**config.mk**
```make
export PLATFORM = sky130hd
export DESIGN_NAME = cof_trace_buf
export DESIGN_NICKNAME = d
export VERILOG_FILES = /design/src/rtl/cof_trace_pkg.sv /design/src/rtl/cof_trace_ctrl.sv /design/src/rtl/cof_trace_sel.sv /design/src/rtl/cof_trace_store.sv /design/src/rtl/cof_trace_buf.sv
export SDC_FILE = /design/constraint.sdc
export NUM_CORES = 1
export LEC_CHECK = 0
export BUFFER_PORTS_ARGS = -buffer_cell sky130_fd_sc_hd__buf_2
export CAP_MARGIN = 30
export CORE_AREA = 4 4 97 167
export DETAILED_ROUTE_END_ITERATION = 16
export DIE_AREA = 0 0 101 171
export GPL_TIMING_DRIVEN = 1
export PLACE_DENSITY = 0.75
export SLEW_MARGIN = 20
export SYNTH_ARGS = -nofsm -noshare
export SYNTH_HDL_FRONTEND = slang
export SYNTH_SLANG_ARGS = --single-unit
```
**constraint.sdc**
```tcl
create_clock -name clk -period 2.35 [get_ports clk]
set_clock_uncertainty 0.2 [all_clocks]
set_input_delay 0.1175 -clock clk [delete_from_list [all_inputs] [get_ports clk]]
set_output_delay 0.1175 -clock clk [all_outputs]
set_load 0.1 [all_outputs]
```
**src/rtl/cof_trace_pkg.sv**
```systemverilog
package cof_trace_pkg;
    typedef enum logic [2:0] {
        S_IDLE  = 3'd0,
        S_WAIT  = 3'd1,
        S_BEGIN = 3'd2,
        S_END   = 3'd3,
        S_EVENT = 3'd4
    } trace_state_t;
endpackage

```
**src/rtl/cof_trace_ctrl.sv**
```systemverilog
module cof_trace_ctrl
    import cof_trace_pkg::*;
#(
    parameter int DEPTH = 8,
    localparam int CNT_W = $clog2(DEPTH + 1)
) (
    input  logic             clk,
    input  logic             rst_n,
    input  logic             en,
    input  logic             arm_set,
    input  logic             mode_end,
    input  logic             mode_event,
    input  logic             brk_en,
    input  logic             trig,
    input  logic             wr,
    input  logic [CNT_W-1:0] cnt,
    output trace_state_t     state,
    output logic             armed,
    output logic             clr,
    output logic             cap_cof,
    output logic             cap_evt,
    output logic             brk_req
);
    trace_state_t state_nxt;
    logic         fill;
    logic         brk_nxt;

    // The write that makes the store full.
    assign fill = wr && (cnt == CNT_W'(DEPTH - 1));

    always_comb begin
        state_nxt = state;
        unique case (state)
            S_IDLE: begin
                if (en && arm_set) begin
                    if (mode_event)    state_nxt = S_EVENT;
                    else if (mode_end) state_nxt = S_END;
                    else               state_nxt = S_WAIT;
                end
            end
            S_WAIT: begin
                if (!en)       state_nxt = S_IDLE;
                else if (trig) state_nxt = S_BEGIN;
            end
            S_BEGIN: begin
                if (!en || fill) state_nxt = S_IDLE;
            end
            S_END: begin
                if (!en || trig) state_nxt = S_IDLE;
            end
            S_EVENT: begin
                if (!en || fill) state_nxt = S_IDLE;
            end
            default: state_nxt = S_IDLE;
        endcase
    end

    assign brk_nxt = en && brk_en && fill &&
                     ((state == S_BEGIN) || (state == S_EVENT));

    // State register
    always_ff @(posedge clk or negedge rst_n) begin
        if (!rst_n) begin
            state   <= S_IDLE;
            brk_req <= 1'b0;
        end else begin
            state   <= state_nxt;
            brk_req <= brk_nxt;
        end
    end

    // Outputs
    always_comb begin
        armed   = (state != S_IDLE);
        clr     = (state == S_IDLE) && en && arm_set;
        cap_cof = en && ((state == S_BEGIN) || (state == S_END));
        cap_evt = en && (state == S_EVENT) && trig;
    end

    // an end trigger always stops capture
    p_end_stop_r5: assert property (@(posedge clk) disable iff (!rst_n)
        (state == S_END && trig) |=> (state == S_IDLE));

    // the filling write ends a begin-trigger run
    p_fill_stop_r4: assert property (@(posedge clk) disable iff (!rst_n)
        (state == S_BEGIN && wr && cnt == CNT_W'(DEPTH - 1)) |=> (state == S_IDLE));

    // the breakpoint request lasts one cycle
    p_brk_pulse_r9: assert property (@(posedge clk) disable iff (!rst_n)
        brk_req |=> !brk_req);

    // a disabled unit is idle after one edge
    p_dis_idle_r10: assert property (@(posedge clk) disable iff (!rst_n)
        !en |=> (state == S_IDLE));
endmodule

```
**src/rtl/cof_trace_sel.sv**
```systemverilog
module cof_trace_sel #(
    parameter int ADDR_W = 16,
    parameter int DATA_W = 8
) (
    input  logic              clk,
    input  logic              rst_n,
    input  logic [ADDR_W-1:0] core_addr,
    input  logic [DATA_W-1:0] core_data,
    input  logic [1:0]        cof,
    input  logic              cap_cof,
    input  logic              cap_evt,
    output logic              wr,
    output logic [ADDR_W-1:0] wr_word
);
    logic [ADDR_W-1:0] prev_addr;

    always_ff @(posedge clk or negedge rst_n) begin
        if (!rst_n) prev_addr <= '0;
        else        prev_addr <= core_addr;
    end

    always_comb begin
        wr = (cap_cof && (cof != 2'b00)) || cap_evt;
        if (cap_evt)     wr_word = {{(ADDR_W-DATA_W){1'b0}}, core_data};
        else if (cof[1]) wr_word = core_addr;
        else             wr_word = prev_addr - ADDR_W'(2);
    end

    // a branch-only cycle writes the previous address minus two
    p_branch_src_r3: assert property (@(posedge clk) disable iff (!rst_n)
        (cap_cof && cof == 2'b01) |-> (wr_word == $past(core_addr) - ADDR_W'(2)));

    // cof[1] writes the current address
    p_dest_r2: assert property (@(posedge clk) disable iff (!rst_n)
        (cap_cof && cof[1]) |-> (wr && wr_word == core_addr));
endmodule

```
**src/rtl/cof_trace_store.sv**
```systemverilog
module cof_trace_store #(
    parameter int DEPTH = 8,
    parameter int W     = 16,
    localparam int PTR_W = $clog2(DEPTH),
    localparam int CNT_W = $clog2(DEPTH + 1)
) (
    input  logic             clk,
    input  logic             rst_n,
    input  logic             clr,
    input  logic             wr,
    input  logic [W-1:0]     wr_word,
    input  logic             circ,
    input  logic             pop,
    output logic [W-1:0]     rd_word,
    output logic [CNT_W-1:0] cnt
);
    logic [PTR_W-1:0]          wr_ptr, rd_ptr;
    logic [DEPTH-1:0][W-1:0]   slots;
    logic                      full, wr_ok, pop_ok, drop;

    function automatic logic [PTR_W-1:0] bump(input logic [PTR_W-1:0] p);
        return (p == PTR_W'(DEPTH - 1)) ? '0 : p + PTR_W'(1);
    endfunction

    assign full   = (cnt == CNT_W'(DEPTH));
    assign wr_ok  = wr && (!full || circ);
    assign drop   = wr_ok && full;
    assign pop_ok = pop && (cnt != '0) && !wr_ok;

    for (genvar i = 0; i < DEPTH; i++) begin : g_ent
        logic [W-1:0] ent;
        always_ff @(posedge clk or negedge rst_n) begin
            if (!rst_n)                                  ent <= '0;
            else if (wr_ok && wr_ptr == PTR_W'(i))       ent <= wr_word;
        end
        assign slots[i] = ent;
    end

    always_ff @(posedge clk or negedge rst_n) begin
        if (!rst_n) begin
            wr_ptr <= '0;
            rd_ptr <= '0;
            cnt    <= '0;
        end else if (clr) begin
            wr_ptr <= '0;
            rd_ptr <= '0;
            cnt    <= '0;
        end else begin
            if (wr_ok)           wr_ptr <= bump(wr_ptr);
            if (drop || pop_ok)  rd_ptr <= bump(rd_ptr);
            if (wr_ok && !full)  cnt    <= cnt + CNT_W'(1);
            else if (pop_ok)     cnt    <= cnt - CNT_W'(1);
        end
    end

    assign rd_word = (cnt == '0) ? '0 : slots[rd_ptr];

    // the count never passes the depth
    p_cnt_max_r1: assert property (@(posedge clk) disable iff (!rst_n)
        cnt <= CNT_W'(DEPTH));

    // a circular write to a full store keeps it full
    p_sat_r6: assert property (@(posedge clk) disable iff (!rst_n)
        (full && wr && circ && !clr) |=> (cnt == CNT_W'(DEPTH)));
endmodule

```
**src/rtl/cof_trace_buf.sv**
```systemverilog
module cof_trace_buf
    import cof_trace_pkg::*;
#(
    parameter int DEPTH  = 8,
    parameter int ADDR_W = 16,
    parameter int DATA_W = 8,
    localparam int CNT_W = $clog2(DEPTH + 1)
) (
    input  logic              clk,
    input  logic              rst_n,
    input  logic              en,
    input  logic              arm_set,
    input  logic              mode_end,
    input  logic              mode_event,
    input  logic              brk_en,
    input  logic              trig,
    input  logic [ADDR_W-1:0] core_addr,
    input  logic [DATA_W-1:0] core_data,
    input  logic [1:0]        cof,
    input  logic              pop,
    output logic              armed,
    output logic [CNT_W-1:0]  cnt,
    output logic [ADDR_W-1:0] rd_data,
    output logic              brk_req
);
    trace_state_t      state;
    logic              clr, cap_cof, cap_evt, wr, pop_ok, circ;
    logic [ADDR_W-1:0] wr_word;

    assign pop_ok = pop && en && !armed;
    assign circ   = (state == S_END);

    cof_trace_ctrl #(.DEPTH(DEPTH)) u_ctrl (
        .clk(clk), .rst_n(rst_n), .en(en), .arm_set(arm_set),
        .mode_end(mode_end), .mode_event(mode_event), .brk_en(brk_en),
        .trig(trig), .wr(wr), .cnt(cnt), .state(state), .armed(armed),
        .clr(clr), .cap_cof(cap_cof), .cap_evt(cap_evt), .brk_req(brk_req)
    );

    cof_trace_sel #(.ADDR_W(ADDR_W), .DATA_W(DATA_W)) u_sel (
        .clk(clk), .rst_n(rst_n), .core_addr(core_addr), .core_data(core_data),
        .cof(cof), .cap_cof(cap_cof), .cap_evt(cap_evt),
        .wr(wr), .wr_word(wr_word)
    );

    cof_trace_store #(.DEPTH(DEPTH), .W(ADDR_W)) u_store (
        .clk(clk), .rst_n(rst_n), .clr(clr), .wr(wr), .wr_word(wr_word),
        .circ(circ), .pop(pop_ok), .rd_word(rd_data), .cnt(cnt)
    );

    // pops while armed leave the count alone
    p_pop_armed_r8: assert property (@(posedge clk) disable iff (!rst_n)
        (armed && pop && !wr && !clr) |=> (cnt == $past(cnt)));

    // nothing is held while waiting for the trigger
    p_wait_empty_r4: assert property (@(posedge clk) disable iff (!rst_n)
        (state == S_WAIT) |-> (cnt == '0));

    // event entries carry a zero high byte
    p_evt_hi_r7: assert property (@(posedge clk) disable iff (!rst_n)
        cap_evt |-> (wr_word[ADDR_W-1:DATA_W] == '0));
endmodule

```
==> metrics.md, run 1 <==
| Metric | Value |
|---|---|
| Post-Syn Nets | `between 600 and 700` |
| Synth Register Bits | `158` |
| Final core utilization | `73.8%` |
| Final GP Congestion | `roughly 0.88` |
| Tmin final | `2.53 ns` |
| Count of unique library cells instantiated by Yosys | `between 60 and 70` |
| Number of sinks on the clock net | `158` |
| Largest net degree at the start of global routing | `56` |
| Half-perimeter wire length after placement | `roughly 14 mm` |
| Die boundary width | `101 microns` |
| Crit-path slowest cell | `sky130_fd_sc_hd__or4b_4` |
| Clock-pin transition on the worst setup and hold timing paths | `0.07 ns` |
| Count of yosys warnings during synthesis | `0` |
| Failing checks | `negative setup slack` |
| Total Die Area | `approximately 17,000 sq um` |
| Vias post-DR | `5,631` |
| Worst-case clock buffer depth | `2` |
| Commonest cells in the synthesized netlist | `sky130_fd_sc_hd__dfrtp_1 (158), sky130_fd_sc_hd__mux2_2 (98), sky130_fd_sc_hd__nand2_1 (47), sky130_fd_sc_hd__mux4_2 (32), sky130_fd_sc_hd__mux2_4 (30)` |
| Highest fanout seen on the critical path | `7` |
| Synthesized instance count | `585` |
| Buffers and inverters on the worst path | `2` |
| Clock tree from TritonCTS | `yes` |
| Detailed-route vias per instance | `6.07` |
| Yosys top cell by area | `sky130_fd_sc_hd__dfrtp_1` |
| Arr. time, crit path | `2.64 ns` |
| Initial core utilization | `between 50 and 60%` |
| Die height | `about 170 microns` |
| Wire length of the first global-routing pass | `about 34 mm` |
| Worst hold-check path type | `primary input to flop` |
| Final #Nets | `slightly below 800` |
| Required time worst endpoint | `2.46 ns` |
| Power density cells | `1120 nW/um^2` |
| DRC errors left | `0` |
| Hold Crit Depth | `4` |
| Number of endpoints with negative hold slack in the final report | `0` |
| Area contributors post-synth | `sky130_fd_sc_hd__dfrtp_1 (50%), sky130_fd_sc_hd__mux2_2 (14%), sky130_fd_sc_hd__mux4_2 (9.0%), sky130_fd_sc_hd__mux2_4 (5.6%), sky130_fd_sc_hd__nand2_1 (2.2%)` |
| Endpoint type of the worst setup path | `flop` |
| H-tree levels | `4` |
| Final period util | `108%` |
| Final-report setup violation count | `129` |
| Clock root buffer | `sky130_fd_sc_hd__clkbuf_16` |
| Layout Area Growth over Synthesis | `37.3%` |
| Family with the most delay on the worst path | `simple AND/OR/NAND/NOR gates` |
| Run status | `complete, but fails checks` |
| Area inside the core boundary | `around 15,000 sq um` |
| Number of global-route vias before repair | `6,202` |
| Fraction of layout instances using a drive strength above 1 | `~52%` |
| Proportion of register bits with asynchronous set or reset after synthesis | `100%` |
| Most instantiated library cell after synthesis | `sky130_fd_sc_hd__dfrtp_1` |
| Share of Yosys cell area claimed by the top area cell type | `49.5%` |
| Number of enable flip-flop cells after synthesis | `0` |
| Final number of max-transition violations | `0` |
| Number of CTS-inserted buffers | `17` |
| Kind of critical path | `flop to flop` |
| FF-to-FF path depth | `7` |
| Setup repair after global routing missed its margin | `yes` |
| GRT Util Overall | `26.2%` |
| Share of synthesized area occupied by flip-flops and latches | `49.5%` |
| Synthesized area per cell | `13.6 sq um` |
| Io pins | `57` |
| Crit-path cells | `or4b_4 -> buf_12 -> a21oi_4 -> nor2_8 -> nand3_4 -> clkbuf_16 -> mux2_4` |
| Clk Latency, worst-skew pair | `approximately 0.43 ns` |
| Combined area of all synthesized cells | `7980 sq um` |
| Global route overflow | `0` |
| Worst-case setup slack after placement | `-0.194 ns` |
| Antenna violations before repair | `0` |
| Antenna fix cells | `0` |
| Number of DRC markers in iteration 0 | `419` |
| Largest stage delay, worst path | `0.56 ns` |
| Avg WL per Cell | `23.8 microns` |
| Worst slew margin relative to its limit | `54.4%` |
| Setup WS post-layout | `-0.178 ns` |
| Critical path startpoint category | `flop` |
| Stages on worst setup path | `7` |
| Peak clock frequency supported by timing | `between 300 and 400 MHz` |
| Worst slew pin tran | `0.680 ns` |
| Count of maximum capacitance violations | `0` |
| Number of inserted filler cells in the final layout | `843` |
| Routed Wire Length | `22.0 mm` |
| Leakage power of the design | `5.35 nW` |
| Post-route ant nets | `0` |
| Std cell rows | `59` |
| Synth Flop Type | `sky130_fd_sc_hd__dfrtp_1` |
| Worst-case vdd ir drop | `0.00116 V` |
| DRT Pass-1 Iters | `4` |
| Count of buffers from port buffering | `56` |
[cell usage in the layout, fill, tap and decap left out, types with 6 or more instances in the layout]
master                          Yosys  final
sky130_fd_sc_hd__clkbuf_16          0     20
sky130_fd_sc_hd__buf_2              5     39
sky130_fd_sc_hd__dfrtp_1          158    153
sky130_fd_sc_hd__a21oi_1           26      6
sky130_fd_sc_hd__buf_6              9     20
sky130_fd_sc_hd__mux2_4            30    129
sky130_fd_sc_hd__nor2_1            19     19
sky130_fd_sc_hd__inv_1             10     10
sky130_fd_sc_hd__mux4_2            32     32
sky130_fd_sc_hd__buf_4              2     39
sky130_fd_sc_hd__ha_1              11     10
sky130_fd_sc_hd__nand3_1           12     12
sky130_fd_sc_hd__o21ai_0           13     13
sky130_fd_sc_hd__dlygate4sd3_1      0     26
sky130_fd_sc_hd__nand2_1           47     42
sky130_fd_sc_hd__a21oi_2            2     18
sky130_fd_sc_hd__nor3_1             8      8
sky130_fd_sc_hd__buf_12             0     33
[cell type report]
type                            instances  area [sq um]  area share, %
Timing Repair Buffer                  160          1710           15.6
Tap cell                              183           229           2.09
Multi-Input combinational cell        385          4370           39.9
Clock buffer                           18           429           3.92
Sequential cell                       158          3970           36.2
Clock inverter                         13           211           1.93
Inverter                               11          41.3          0.377
[metrics by stage]
step	power (mW)	hold slack, ns	instance area (sq um)	std cells	setup TNS (ns)
final	12.3	0.000519	11000	928	-15.41
after global routing	12.7	0.00524	11000	928	-23.08
after CTS	12.1	0.0227	10700	922	-14.10
after detailed placement	8.94	-0.0936	9730	861	-5.38
after global placement	8.79	-0.100	9730	861	-1.04
after floorplan	7.15	-0.378	8490	585	-17.94
[path summary, 6_finish.rpt]
check / start / slack [ns] / endpoint
setup / recovery: u_store.cnt[0] / -0.18 / u_store.g_ent[6].ent[12]
hold / removal: core_data[5] / 0.0005 / u_store.g_ent[4].ent[5]
setup reg to reg: u_store.cnt[0] / -0.18 / u_store.g_ent[6].ent[12]
hold reg to reg: u_store.g_ent[7].ent[0] / 0.31 / u_store.g_ent[7].ent[0]
max in group asynchronous: rst_n / 1.20 / u_store.g_ent[3].ent[7]
min in group asynchronous: rst_n / 0.01 / u_store.g_ent[4].ent[13]
[power breakdown]
part,internal (mW),switching (mW)
Combinational,2.45,3.23
Clock,1.89,1.16
Sequential,3.22,0.345
Total,7.56,4.73
[state kept, by name (all words and copies together) (netlist names)]
signal	flops
u_store.rd_ptr	3
u_ctrl.state	3
u_store.g_ent.ent	128
u_store.wr_ptr	3
u_store.cnt	4
u_sel.prev_addr	16
u_ctrl.brk_req	1
[repair_timing]
item / in CTS / in global routing
hold buffers: 26 / 0
hold endpoints to repair: 179 / 0
endpoints found under the setup margin: 121 / 140
gates resized for setup: 17 / 22
buffers inserted: 4 / 2
pin swaps: 10 / 7
cloned: 0 / 4
[per-layer routing]
metal | track usage (%) | vias to the layer above | share of wire [%] | wire length [microns]
li1 | - | 2456 | - | -
met1 | 32.5 | 2976 | 39 | 8570
met2 | 45.0 | 146 | 55 | 12100
met3 | 4.12 | 53 | 2.8 | 620
met4 | 11.5 | 0 | 3.4 | 755
met5 | 0 | - | 0 | 0
[kinds of logic after synthesis]
kind of cell	share of synthesized area, %
buffers and inverters	2.99
XOR/XNOR	0.878
AO/OA/AOI/OAI	5.78
flip-flops	49.5
AND/OR/NAND/NOR	9.28
multiplexers	29.6
adder cells (fa/ha/maj)	1.97
[worst min-delay path: stages]
cell and delay [ns]:
sky130_fd_sc_hd__buf_2 0.10, sky130_fd_sc_hd__nand2_1 0.08, sky130_fd_sc_hd__o21ai_4 0.13, sky130_fd_sc_hd__mux2_4 0.16
Note: power is estimated with default switching activity, not from simulation.
==> run 2, diff against run 1 <==
--- a/config.mk
+++ b/config.mk
@@ -7,11 +7,12 @@
 export LEC_CHECK = 0
 export BUFFER_PORTS_ARGS = -buffer_cell sky130_fd_sc_hd__buf_2
 export CAP_MARGIN = 30
-export CORE_AREA = 4 4 97 167
+export CORE_AREA = 4 4 95 164
+export CTS_BUF_LIST = sky130_fd_sc_hd__clkbuf_8
 export DETAILED_ROUTE_END_ITERATION = 16
-export DIE_AREA = 0 0 101 171
+export DIE_AREA = 0 0 99 168
 export GPL_TIMING_DRIVEN = 1
-export PLACE_DENSITY = 0.75
+export PLACE_DENSITY = 0.78
 export SLEW_MARGIN = 20
 export SYNTH_ARGS = -nofsm -noshare
 export SYNTH_HDL_FRONTEND = slang
==> metrics.md, run 2 (synthesized netlist as in run 1, its figures left out) <==
| Metric | Value |
|---|---|
| Largest net degree at the start of global routing | `64` |
| Count of buffers from port buffering | `between 50 and 60` |
| Finished Cell Area | `11,100 sq um` |
| Grt met3 use | `4.93%` |
| Highest fanout seen on the critical path | `11` |
| Worst-case vdd ir drop | `0.000971 V` |
| Peak clock frequency supported by timing | `390 MHz` |
| Number of endpoints with negative hold slack in the final report | `0` |
| Die height | `around 170 microns` |
| Die boundary width | `99 microns` |
| Vias post-DR | `5,965` |
| Run status | `complete, but fails checks` |
| Power density cells | `1100 nW/um^2` |
| Area inside the core boundary | `roughly 14,000 sq um` |
| Global routing met1 resource utilization | `31.5%` |
| Largest reg by FF count | `u_store.g_ent.ent` |
| DRC errors left | `0` |
| Setup TNS | `-17.77 ns` |
| Max reg flops | `about 130` |
| Routed Wire Length | `24.7 mm` |
| Critical path startpoint category | `flop` |
| Clock root buffer | `sky130_fd_sc_hd__clkbuf_8` |
| Commonest cells after routing, fill and taps aside | `sky130_fd_sc_hd__dfrtp_1 (153), sky130_fd_sc_hd__mux2_4 (128), sky130_fd_sc_hd__buf_12 (40), sky130_fd_sc_hd__buf_4 (40), sky130_fd_sc_hd__buf_2 (39)` |
| GRT Util Overall | `27.1%` |
| Layout Area Growth over Synthesis | `38.9%` |
| Setup repair after global routing missed its margin | `yes` |
| Post-route total power | `12.2 mW` |
| Busiest metal layer after global routing | `met2` |
| Final-report setup violation count | `143` |
| Wire length of the first global-routing pass | `about 35 mm` |
| Number of inserted filler cells in the final layout | `707` |
| Failing checks | `negative setup slack` |
| Post-route ant nets | `0` |
| Leakage power of the design | `5.40 nW` |
| Biggest registers after layout | `u_store.g_ent.ent x128, u_sel.prev_addr x16, u_store.cnt x4` |
| Global route overflow | `0` |
| Clk Latency, worst-skew pair | `approximately 0.47 ns` |
| Number of placed instances, taps included | `approximately 850` |
| Clock tree from TritonCTS | `yes` |
| Final #Nets | `a little under 800` |
| Worst slew pin tran | `roughly 0.62 ns` |
| Antenna fix cells | `0` |
| Avg WL per Cell | `26.5 microns` |
| Total Die Area | `16,600 sq um` |
| Initial core utilization | `a little under three fifths` |
| Count of maximum capacitance violations | `0` |
| Half-perimeter wire length after placement | `13.9 mm` |
| Number of global-route vias before repair | `6,340` |
| Final cell count without fillers | `932` |
| Fraction of layout instances using a drive strength above 1 | `around 56%` |
| DRT Pass-1 Iters | `5` |
| Arr. time, crit path | `2.72 ns` |
| Io pins | `57` |
| Number of DRC markers in iteration 0 | `474` |
| Final period util | `109%` |
| Worst hold-check path type | `primary input to async pin` |
| Kind of critical path | `flop to flop` |
| Clock-pin transition on the worst setup and hold timing paths | `~0.090 ns` |
| Grt met2 use | `around 50%` |
| Endpoint type of the worst setup path | `flop` |
| FF-to-FF setup slack | `-0.22 ns` |
| Detailed-route vias per instance | `around 6.4` |
| Antenna violations before repair | `0` |
| Final number of max-transition violations | `0` |
| Instance area at placement | `9760 sq um` |
| Std cell rows | `58` |
| Worst-case clock buffer depth | `2` |
| Worst slew margin relative to its limit | `58.5%` |
| Number of sinks on the clock net | `158` |
| Setup WS post-layout | `-0.216 ns` |
| Number of CTS-inserted buffers | `17` |
| Tmin final | `around 2.6 ns` |
| Final GP Congestion | `0.917` |
| Required time worst endpoint | `around 2.5 ns` |
| Commonest non-fill, non-tap cell in the layout | `sky130_fd_sc_hd__dfrtp_1` |
| H-tree levels | `4` |
| Final core utilization | `77.6%` |
## run 2: final timing paths
check | start | cells after the start | end
worst max register to register | u_store.cnt[1] | 8 | u_store.g_ent[4].ent[1]
worst min register to register | u_store.g_ent[3].ent[0] | 1 | u_store.g_ent[3].ent[0]
min in group clk | core_data[7] | 5 | u_store.g_ent[3].ent[7]
worst max-delay path | u_store.cnt[1] | 8 | u_store.g_ent[4].ent[1]
max in group asynchronous | rst_n | 3 | u_store.rd_ptr[0]
worst min-delay path | rst_n | 2 | u_store.g_ent[3].ent[15]
## run 2: repair_timing
action,in CTS,in global routing
endpoints found under the setup margin,138,143
cloned,2,5
pin swaps,11,22
buffers inserted,11,4
resized for setup,23,54
endpoints found under the hold margin,201,1
hold buffers,29,1
## run 2: area by class of cell
type | count | area [sq um] | area share [%]
Sequential cell | 158 | 3970 | 35.8
Tap cell | 180 | 225 | 2.03
Clock inverter | 12 | 206 | 1.86
Clock buffer | 20 | 275 | 2.48
Multi-Input combinational cell | 385 | 4490 | 40.5
Timing Repair Buffer | 166 | 1880 | 17.0
Inverter | 11 | 41.3 | 0.372
## run 2: worst max-delay path, stage by stage, from the launching register on
cell and delay [ns]:
sky130_fd_sc_hd__dfrtp_4 0.49, sky130_fd_sc_hd__or4b_4 0.55, sky130_fd_sc_hd__buf_6 0.14, sky130_fd_sc_hd__a21oi_4 0.21, sky130_fd_sc_hd__buf_12 0.15, sky130_fd_sc_hd__nor2_8 0.05, sky130_fd_sc_hd__nand3_4 0.15, sky130_fd_sc_hd__buf_12 0.18
sky130_fd_sc_hd__mux2_4 0.31
## run 2: per-stage QoR
stage | hold slack [ns] | worst slack (ns)
after CTS | 0.0455 | -0.172
after floorplan | -0.378 | -0.294
final | 0.0134 | -0.216
after detailed placement | -0.0489 | -0.190
after global placement | -0.0606 | -0.108
after global routing | 0.0256 | -0.238
## run 2: report_power, final
| part | internal [mW] | leakage (nW) | total, mW | switching, mW |
|---|---|---|---|---|
| sequential | 3.21 | 2.11 | 3.58 | 0.364 |
| combinational | 2.68 | 3.06 | 6.13 | 3.45 |
| clock | 1.36 | 0.239 | 2.47 | 1.11 |
| total | 7.26 | 5.40 | 12.2 | 4.93 |
## run 2: routing by layer
metal,share of wire [%],vias up
li1,-,2454
met1,35,3071
met2,53,319
met3,5.2,121
met4,6.2,0
met5,0,-
